$ cat src/rtl/cfgld_pkg.sv
package cfgld_pkg;
  typedef enum logic [2:0] {F_BCNT, F_RCNT, F_ADDR, F_DATA, F_CRC} fld_e;

  typedef struct packed {
    logic clr;
    logic take;
    logic crcOn;
    fld_e fld;
  } dpCtl_t;

  localparam logic [15:0] CRC_POLY = 16'h1021;
  localparam logic [15:0] CRC_INIT = 16'hFFFF;
endpackage

$ cat src/rtl/cfgld_dp.sv
module cfgld_dp
  import cfgld_pkg::*;
#(
  parameter int ADDR_BYTES = 3,
  parameter int DATA_BYTES = 4
) (
  input  logic                    clk,
  input  logic                    rstN,
  input  dpCtl_t                  ctl,
  input  logic [7:0]              byteIn,
  output logic                    atBound,
  output logic                    blkZero,
  output logic                    regZero,
  output logic                    crcOk,
  output logic                    wrEn,
  output logic [ADDR_BYTES*8-1:0] wrAddr,
  output logic [DATA_BYTES*8-1:0] wrData
);
  localparam int AW = ADDR_BYTES * 8;
  localparam int DW = DATA_BYTES * 8;
  localparam int IW = $clog2(DATA_BYTES + 1) + 1;

  logic [IW-1:0] byteIdx;
  logic [DW-1:0] asmReg, asmNext;
  logic [15:0]   blkLeft, crcAcc, crcRx, crcRev;
  logic [7:0]    regLeft;
  logic [AW-1:0] wordAddr;
  logic          lastB;

  function automatic int fieldLen(input fld_e f);
    case (f)
      F_BCNT:  return 2;
      F_RCNT:  return 1;
      F_ADDR:  return ADDR_BYTES;
      F_DATA:  return DATA_BYTES;
      default: return 2;
    endcase
  endfunction

  function automatic logic [15:0] crcStep(input logic [15:0] c, input logic [7:0] b);
    logic [15:0] r;
    r = c;
    for (int i = 7; i >= 0; i--) begin
      if (r[15] ^ b[i]) r = {r[14:0], 1'b0} ^ CRC_POLY;
      else              r = {r[14:0], 1'b0};
    end
    return r;
  endfunction

  assign asmNext = {asmReg[DW-9:0], byteIn};
  assign lastB   = (byteIdx == IW'(fieldLen(ctl.fld) - 1));
  assign atBound = (byteIdx == '0);
  assign blkZero = (blkLeft == '0);
  assign regZero = (regLeft == '0);

  always_comb begin
    for (int i = 0; i < 16; i++) crcRev[i] = crcAcc[15-i];
  end
  assign crcOk = (crcRx == crcRev);

  always_ff @(posedge clk or negedge rstN) begin
    if (!rstN) begin
      byteIdx  <= '0;
      asmReg   <= '0;
      blkLeft  <= '0;
      regLeft  <= '0;
      wordAddr <= '0;
      crcAcc   <= CRC_INIT;
      crcRx    <= '0;
      wrEn     <= 1'b0;
      wrAddr   <= '0;
      wrData   <= '0;
    end else begin
      wrEn <= 1'b0;
      if (ctl.clr) begin
        byteIdx  <= '0;
        blkLeft  <= '0;
        regLeft  <= '0;
        wordAddr <= '0;
        crcAcc   <= CRC_INIT;
        crcRx    <= '0;
      end else if (ctl.take) begin
        asmReg  <= asmNext;
        byteIdx <= lastB ? '0 : byteIdx + 1'b1;
        if (ctl.crcOn) crcAcc <= crcStep(crcAcc, byteIn);
        if (lastB) begin
          case (ctl.fld)
            F_BCNT: blkLeft <= asmNext[15:0];
            F_RCNT: begin
              regLeft <= byteIn;
              blkLeft <= blkLeft - 16'd1;
            end
            F_ADDR: wordAddr <= asmNext[AW-1:0];
            F_DATA: begin
              wrEn     <= 1'b1;
              wrAddr   <= wordAddr;
              wrData   <= asmNext;
              wordAddr <= wordAddr + 1'b1;
              regLeft  <= regLeft - 8'd1;
            end
            default: crcRx <= asmNext[15:0];
          endcase
        end
      end
    end
  end


  wr_pulse_chk: assert property (@(posedge clk) disable iff (!rstN) wrEn |=> !wrEn);
endmodule

$ cat src/rtl/cfgld_ctrl.sv
module cfgld_ctrl
  import cfgld_pkg::*;
#(
  parameter int CLK_DIV = 8'h62
) (
  input  logic   clk,
  input  logic   rstN,
  input  logic   loadStart,
  input  logic   cfgSkipCrc,
  input  logic   rdValid,
  input  logic   rdNack,
  input  logic   atBound,
  input  logic   blkZero,
  input  logic   regZero,
  input  logic   crcOk,
  output dpCtl_t ctl,
  output logic   rdReq,
  output logic   rdFirst,
  output logic   rdLast,
  output logic   busy,
  output logic   doneOk,
  output logic   doneFail
);
  localparam int GW = $clog2(CLK_DIV + 1);

  typedef enum logic [1:0] {S_IDLE, S_REQ, S_GAP, S_FIN} st_e;
  st_e           state;
  fld_e          fld;
  logic [GW-1:0] gapCnt;

  always_ff @(posedge clk or negedge rstN) begin
    if (!rstN) begin
      state    <= S_REQ;
      fld      <= F_BCNT;
      gapCnt   <= '0;
      doneOk   <= 1'b0;
      doneFail <= 1'b0;
    end else begin
      case (state)
        S_IDLE: if (loadStart) begin
          state    <= S_REQ;
          fld      <= F_BCNT;
          doneOk   <= 1'b0;
          doneFail <= 1'b0;
        end
        S_REQ: begin
          if (rdNack) begin
            state    <= S_IDLE;
            doneFail <= 1'b1;
          end else if (rdValid) begin
            state  <= S_GAP;
            gapCnt <= GW'(CLK_DIV - 1);
          end
        end
        S_GAP: begin
          if (gapCnt != '0) gapCnt <= gapCnt - 1'b1;
          else if (!atBound) state <= S_REQ;
          else begin
            state <= S_REQ;
            case (fld)
              F_BCNT: fld <= blkZero ? F_CRC : F_RCNT;
              F_RCNT: fld <= F_ADDR;
              F_ADDR, F_DATA: fld <= !regZero ? F_DATA : (blkZero ? F_CRC : F_RCNT);
              default: state <= S_FIN;
            endcase
          end
        end
        default: begin
          state <= S_IDLE;
          if (cfgSkipCrc || crcOk) doneOk <= 1'b1;
          else doneFail <= 1'b1;
        end
      endcase
    end
  end

  always_comb begin
    ctl.clr   = (state == S_IDLE) && loadStart;
    ctl.take  = (state == S_REQ) && rdValid && !rdNack;
    ctl.crcOn = (fld != F_CRC);
    ctl.fld   = fld;
  end

  assign rdReq   = (state == S_REQ);
  assign rdFirst = rdReq && (fld == F_BCNT) && atBound;
  assign rdLast  = rdReq && (fld == F_CRC) && !atBound;
  assign busy    = (state != S_IDLE);


  done_excl_chk: assert property (@(posedge clk) disable iff (!rstN) $onehot0({doneOk, doneFail}));

  sticky_chk: assert property (@(posedge clk) disable iff (!rstN)
    (state == S_IDLE && !loadStart) |=> ($stable(doneOk) && $stable(doneFail)));

  nack_abort_chk: assert property (@(posedge clk) disable iff (!rstN)
    (state == S_REQ && rdNack) |=> (doneFail && !busy));

  last_first_chk: assert property (@(posedge clk) disable iff (!rstN) rdLast |-> !rdFirst);
endmodule

$ cat src/rtl/cfg_eeprom_loader.sv
module cfg_eeprom_loader
  import cfgld_pkg::*;
#(
  parameter int          CLK_DIV    = 8'h62,
  parameter int          ADDR_BYTES = 3,
  parameter int          DATA_BYTES = 4,
  parameter logic [15:0] START_ADDR = 16'h0000
) (
  input  logic                    clk,
  input  logic                    rstN,
  input  logic                    loadStart,
  input  logic                    cfgSkipCrc,
  input  logic                    addrSelIn,
  output logic                    slvAddrSel,
  output logic                    masterMode,
  output logic                    rdReq,
  output logic                    rdFirst,
  output logic                    rdLast,
  output logic [15:0]             rdAddr,
  input  logic                    rdValid,
  input  logic [7:0]              rdData,
  input  logic                    rdNack,
  output logic                    wrEn,
  output logic [ADDR_BYTES*8-1:0] wrAddr,
  output logic [DATA_BYTES*8-1:0] wrData,
  output logic                    busy,
  output logic                    doneOk,
  output logic                    doneFail
);
  dpCtl_t ctl;
  logic   atBound, blkZero, regZero, crcOk;

  cfgld_ctrl #(.CLK_DIV(CLK_DIV)) ctrl_i (
    .clk(clk), .rstN(rstN), .loadStart(loadStart), .cfgSkipCrc(cfgSkipCrc),
    .rdValid(rdValid), .rdNack(rdNack), .atBound(atBound), .blkZero(blkZero),
    .regZero(regZero), .crcOk(crcOk), .ctl(ctl), .rdReq(rdReq), .rdFirst(rdFirst),
    .rdLast(rdLast), .busy(busy), .doneOk(doneOk), .doneFail(doneFail)
  );

  cfgld_dp #(.ADDR_BYTES(ADDR_BYTES), .DATA_BYTES(DATA_BYTES)) dp_i (
    .clk(clk), .rstN(rstN), .ctl(ctl), .byteIn(rdData), .atBound(atBound),
    .blkZero(blkZero), .regZero(regZero), .crcOk(crcOk), .wrEn(wrEn),
    .wrAddr(wrAddr), .wrData(wrData)
  );

  assign rdAddr     = START_ADDR;
  assign masterMode = busy;
  assign slvAddrSel = busy ? 1'b0 : addrSelIn;
endmodule

$ cat config.mk
export PLATFORM = sky130hd
export DESIGN_NAME = cfg_eeprom_loader
export DESIGN_NICKNAME = d
export VERILOG_FILES = /design/src/rtl/cfgld_pkg.sv /design/src/rtl/cfgld_dp.sv /design/src/rtl/cfgld_ctrl.sv /design/src/rtl/cfg_eeprom_loader.sv
export SDC_FILE = /design/constraint.sdc
export NUM_CORES = 1
export LEC_CHECK = 0
export BUFFER_PORTS_ARGS = -buffer_cell sky130_fd_sc_hd__buf_2
export CORE_ASPECT_RATIO = 1.25
export CORE_MARGIN = 2
export CORE_UTILIZATION = 30
export CTS_CLUSTER_SIZE = 16
export DETAILED_ROUTE_END_ITERATION = 7
export PLACE_DENSITY = 0.47
export SYNTH_ARGS = -nofsm -noshare
export SYNTH_HDL_FRONTEND = slang
export SYNTH_SLANG_ARGS = --single-unit
$ cat constraint.sdc
create_clock -name clk -period 3.3 [get_ports clk]
set_input_delay 0.66 -clock clk [delete_from_list [all_inputs] [get_ports clk]]
set_output_delay 0.66 -clock clk [all_outputs]
set_load 0.03 [all_outputs]
==> key figures <==
Outcome
  – Outcome: finished clean

Synthesis
  – Synth Area per Inst: ~9 um2
  – Async set-or-reset flop fraction in the synthesized netlist: 1.000
  – Post-synth EDFFs: 0
  – Synth top area share: 0.4354
  – Post-synthesis sequential area ratio: 0.4833
  – Top post-synthesis cells by count: nand2_1 (290), dfrtp_1 (162), nor2_1 (73)
  – Post-synthesis cell count: 1038
  – Mapped cell area: 9311 um2
  – Netlist cell types: 72
  – Post-synth top flop: dfrtp_1
  – Top-count cell post-synth: nand2_1
  – Synth top area cells: dfrtp_1 (44%), nand2_1 (12%), dfstp_2 (4.8%)
  – Count of warnings emitted by yosys: 0
  – Largest area contributor in the netlist: dfrtp_1
  – Register bit total from synthesis: 179

Drt
  – Vias/cell: 4.962
  – DRC Markers: 0
  – Routed Wire Length: about 27000 um
  – DRT Pass-1 Iters: 4
  – Routed Antenna Nets: 0
  – Vias: 7538
  – Drt wl/cell: 17.47 um
  – Initial DRC count: 443

Die
  – Core footprint: 30720 um2
  – Initial Util: 0.3031
  – Chip width: 161.6 um
  – FP Rows: a little over 70
  – DIE HEIGHT: 201.0 um
  – DIE AREA: 32470 um2
  – I/O pins: 96

Final layout
  – Fin nets: 1127
  – Layout cells sized above 1: 0.1520
  – Layout area overhead: 14.69%
  – Fin util: 0.3476
  – Diodes inserted: 0
  – Final Instance Area: 10680 um2
  – Fill cell count: 3206

CTS
  – CTS Sinks: 179
  – CTS tree: yes
  – Number of buffers added for setup after CTS: 0
  – CTS resizes: 0
  – Total CTS buffers: 17
  – Worst-Skew Late Latency: 0.47 ns
  – CTS max path bufs: 2
  – CTS Hold Bufs: 0
  – CTS HTree Levels: 4
  – Clock transition at path regs: 0.07 ns
  – Clk root buf: clkbuf_16

Power and ir drop
  – Pwr/cell area: 700.2 nW/um2
  – Maximum VDD drop: 239.4 uV
  – Net Sw Frac: 0.3933
  – Reg power frac: 0.405
  – Switching Power: 0.002941 W
  – Internal Dissipation: 0.004536 W
  – Combinational cell fraction of total power: 0.309
  – Clock power frac: 0.285
  – Leak Pwr: 5.017 nW

STA
  – Worst-margin pin slew: between 0.7 and 0.8 ns
  – Slew Limit Headroom: 0.4676
  – Final worst slack: slightly below 0.5 ns
  – Final setup violation count: 0
  – Max-slew violation count: 0
  – Clock skew: 0.01584 ns
  – Unrepaired setup endpoints after global routing: no
  – Minimum clock period after layout: 2.810 ns
  – Total negative slack: 0 ns
  – Final hold violations: 0
  – FMAX: 0.3559 GHz
  – Final Cycle Share: 0.8515

Worst setup path
  – Worst-path fanout max: 9
  – R2R setup slack: 0.61 ns
  – Critical path type: reg -> out
  – Worst setup SP type: register
  – Crit end category: output pin
  – R2R Path Start: ctrl_i.fld[2]
  – Worst EP required: ~2.6 ns
  – Critical path startpoint: dp_i.byteIdx[0]
  – Worst Path Arrival: 2.15 ns

Place
  – Input/output buffers: 79
  – DP HPWL: 18250 um
  – Pre-CTS WS: 0.6270 ns
  – RD Place Congestion: around 0.8
  – Area after DPL: approximately 10000 um2

Global route
  – Vias in the first global route: 7471
  – First-pass GRT wire length: 43120 um
  – GRT Resource Usage Total: 0.1716
  – Initial antenna violation count: 0
  – GR Util met1: 0.2167
  – Met2 GRT Util: 0.2952
  – Largest net degree at the start of global routing: about 80
  – Met3 usage: 0.02562
  – Total grt overflow: 0
  – Most Used Layer, Global Route: met2

Job
  – Max Cap Viol: 0

Hold path
  – Worst hold path type: in -> async
through the flow:
step | hold slack (ns) | total power (W) | std cells
floorplan | 0.3644 | 0.004684 | 1053
global placement | 0.4489 | 0.005415 | 1487
detailed placement | 0.4505 | 0.005422 | 1487
CTS | 0.2539 | 0.007579 | 1519
global route | 0.2722 | 0.007992 | 1519
finish | 0.2217 | 0.007477 | 1519
worst paths after layout:
check                                    end  cells after the start
max                                  rdFirst                      6
max in group asynchronous    dp_i.asmReg[15]                      2
max reg2reg                dp_i.wordAddr[20]                      5
min                          ctrl_i.doneFail                      1
min reg2reg                   dp_i.wrAddr[3]                      2
min in group clk              dp_i.wrAddr[3]                      2
metal layers:
layer / vias up / routed length (um)
li1: 3668 / -
met3: 32 / 848
met2: 152 / 13380
met4: 0 / 643
met5: - / 0
met1: 3686 / 11670
registers in the layout, summed over array words and instances, names as in the netlist:
| register | cells |
|---|---|
| dp_i.wrData | 32 |
| dp_i.asmReg | 24 |
| dp_i.wordAddr | 24 |
| dp_i.wrAddr | 24 |
| dp_i.blkLeft | 16 |
| dp_i.crcAcc | 16 |
| dp_i.crcRx | 16 |
| dp_i.regLeft | 8 |
| ctrl_i.gapCnt | 7 |
| dp_i.byteIdx | 4 |
| ctrl_i.fld | 3 |
| ctrl_i.state | 2 |
| ctrl_i.doneFail | 1 |
| ctrl_i.doneOk | 1 |
| dp_i.wrEn | 1 |
logic make-up after synthesis:
group                    Yosys count  share of synthesized area
AND/OR/NAND/NOR                  480                     0.2342
AO/OA/AOI/OAI                    198                     0.1412
flip-flops                       179                     0.4833
buffers and inverters             95                    0.05025
XOR/XNOR                          48                    0.04663
multiplexers                      24                    0.02647
adder cells (fa/ha/maj)           13                    0.01747
other                              1                  0.0004027
power by group through the flow:
stage / clock [W] / combinational, W / sequential, W
5_1_grt: 0.00228 / 0.00261 / 0.00310
6_report: 0.00213 / 0.00231 / 0.00303
4_1_cts: 0.00219 / 0.00234 / 0.00305
2_1_floorplan: 0 / 0.00181 / 0.00287
3_5_place_dp: 0 / 0.00233 / 0.00309
3_3_place_gp: 0 / 0.00233 / 0.00308
worst max-delay path: stages (launching register included):
cell and delay [ns]:
dfrtp_1 0.49, inv_1 0.10, ha_1 0.13, or3b_2 0.47, nor2_1 0.14, and3_1 0.17, buf_2 0.19
cells in the final DEF, fill, tap and decap left out, types with 5 or more instances in the layout:
cell type / count
clkbuf_16: 17
ha_1: 13
a22o_1: 10
xnor2_1: 17
nand3b_1: 6
inv_1: 20
nor2_1: 73
a22oi_1: 6
conb_1: 16
a31oi_1: 5
xor2_1: 30
o211ai_1: 9
dfstp_2: 17
nor4_1: 11
o22ai_1: 8
o31ai_1: 6
o21ai_0: 41
nand3_1: 14
or3_1: 6
dfrtp_1: 162
mux2i_1: 21
nand2b_1: 6
a21oi_1: 45
and3_1: 8
nand2_1: 290
buf_4: 22
a2bb2oi_1: 11
nor3_1: 17
o21ai_1: 16
buf_2: 78
nand4_1: 10
and4_1: 8
a211oi_1: 5
layout make-up:
| class | instances | area, um2 | share of cell area |
|---|---|---|---|
| Clock buffer | 18 | 439.2 | 0.04112 |
| Clock inverter | 14 | 165.2 | 0.01547 |
| Inverter | 20 | 75.07 | 0.007030 |
| Multi-Input combinational cell | 779 | 4400 | 0.4121 |
| Sequential cell | 179 | 4501 | 0.4214 |
| Tap cell | 407 | 509.2 | 0.04769 |
| Timing Repair Buffer | 102 | 589.3 | 0.05518 |
No activity file was read; power rests on OpenSTA's default activity.
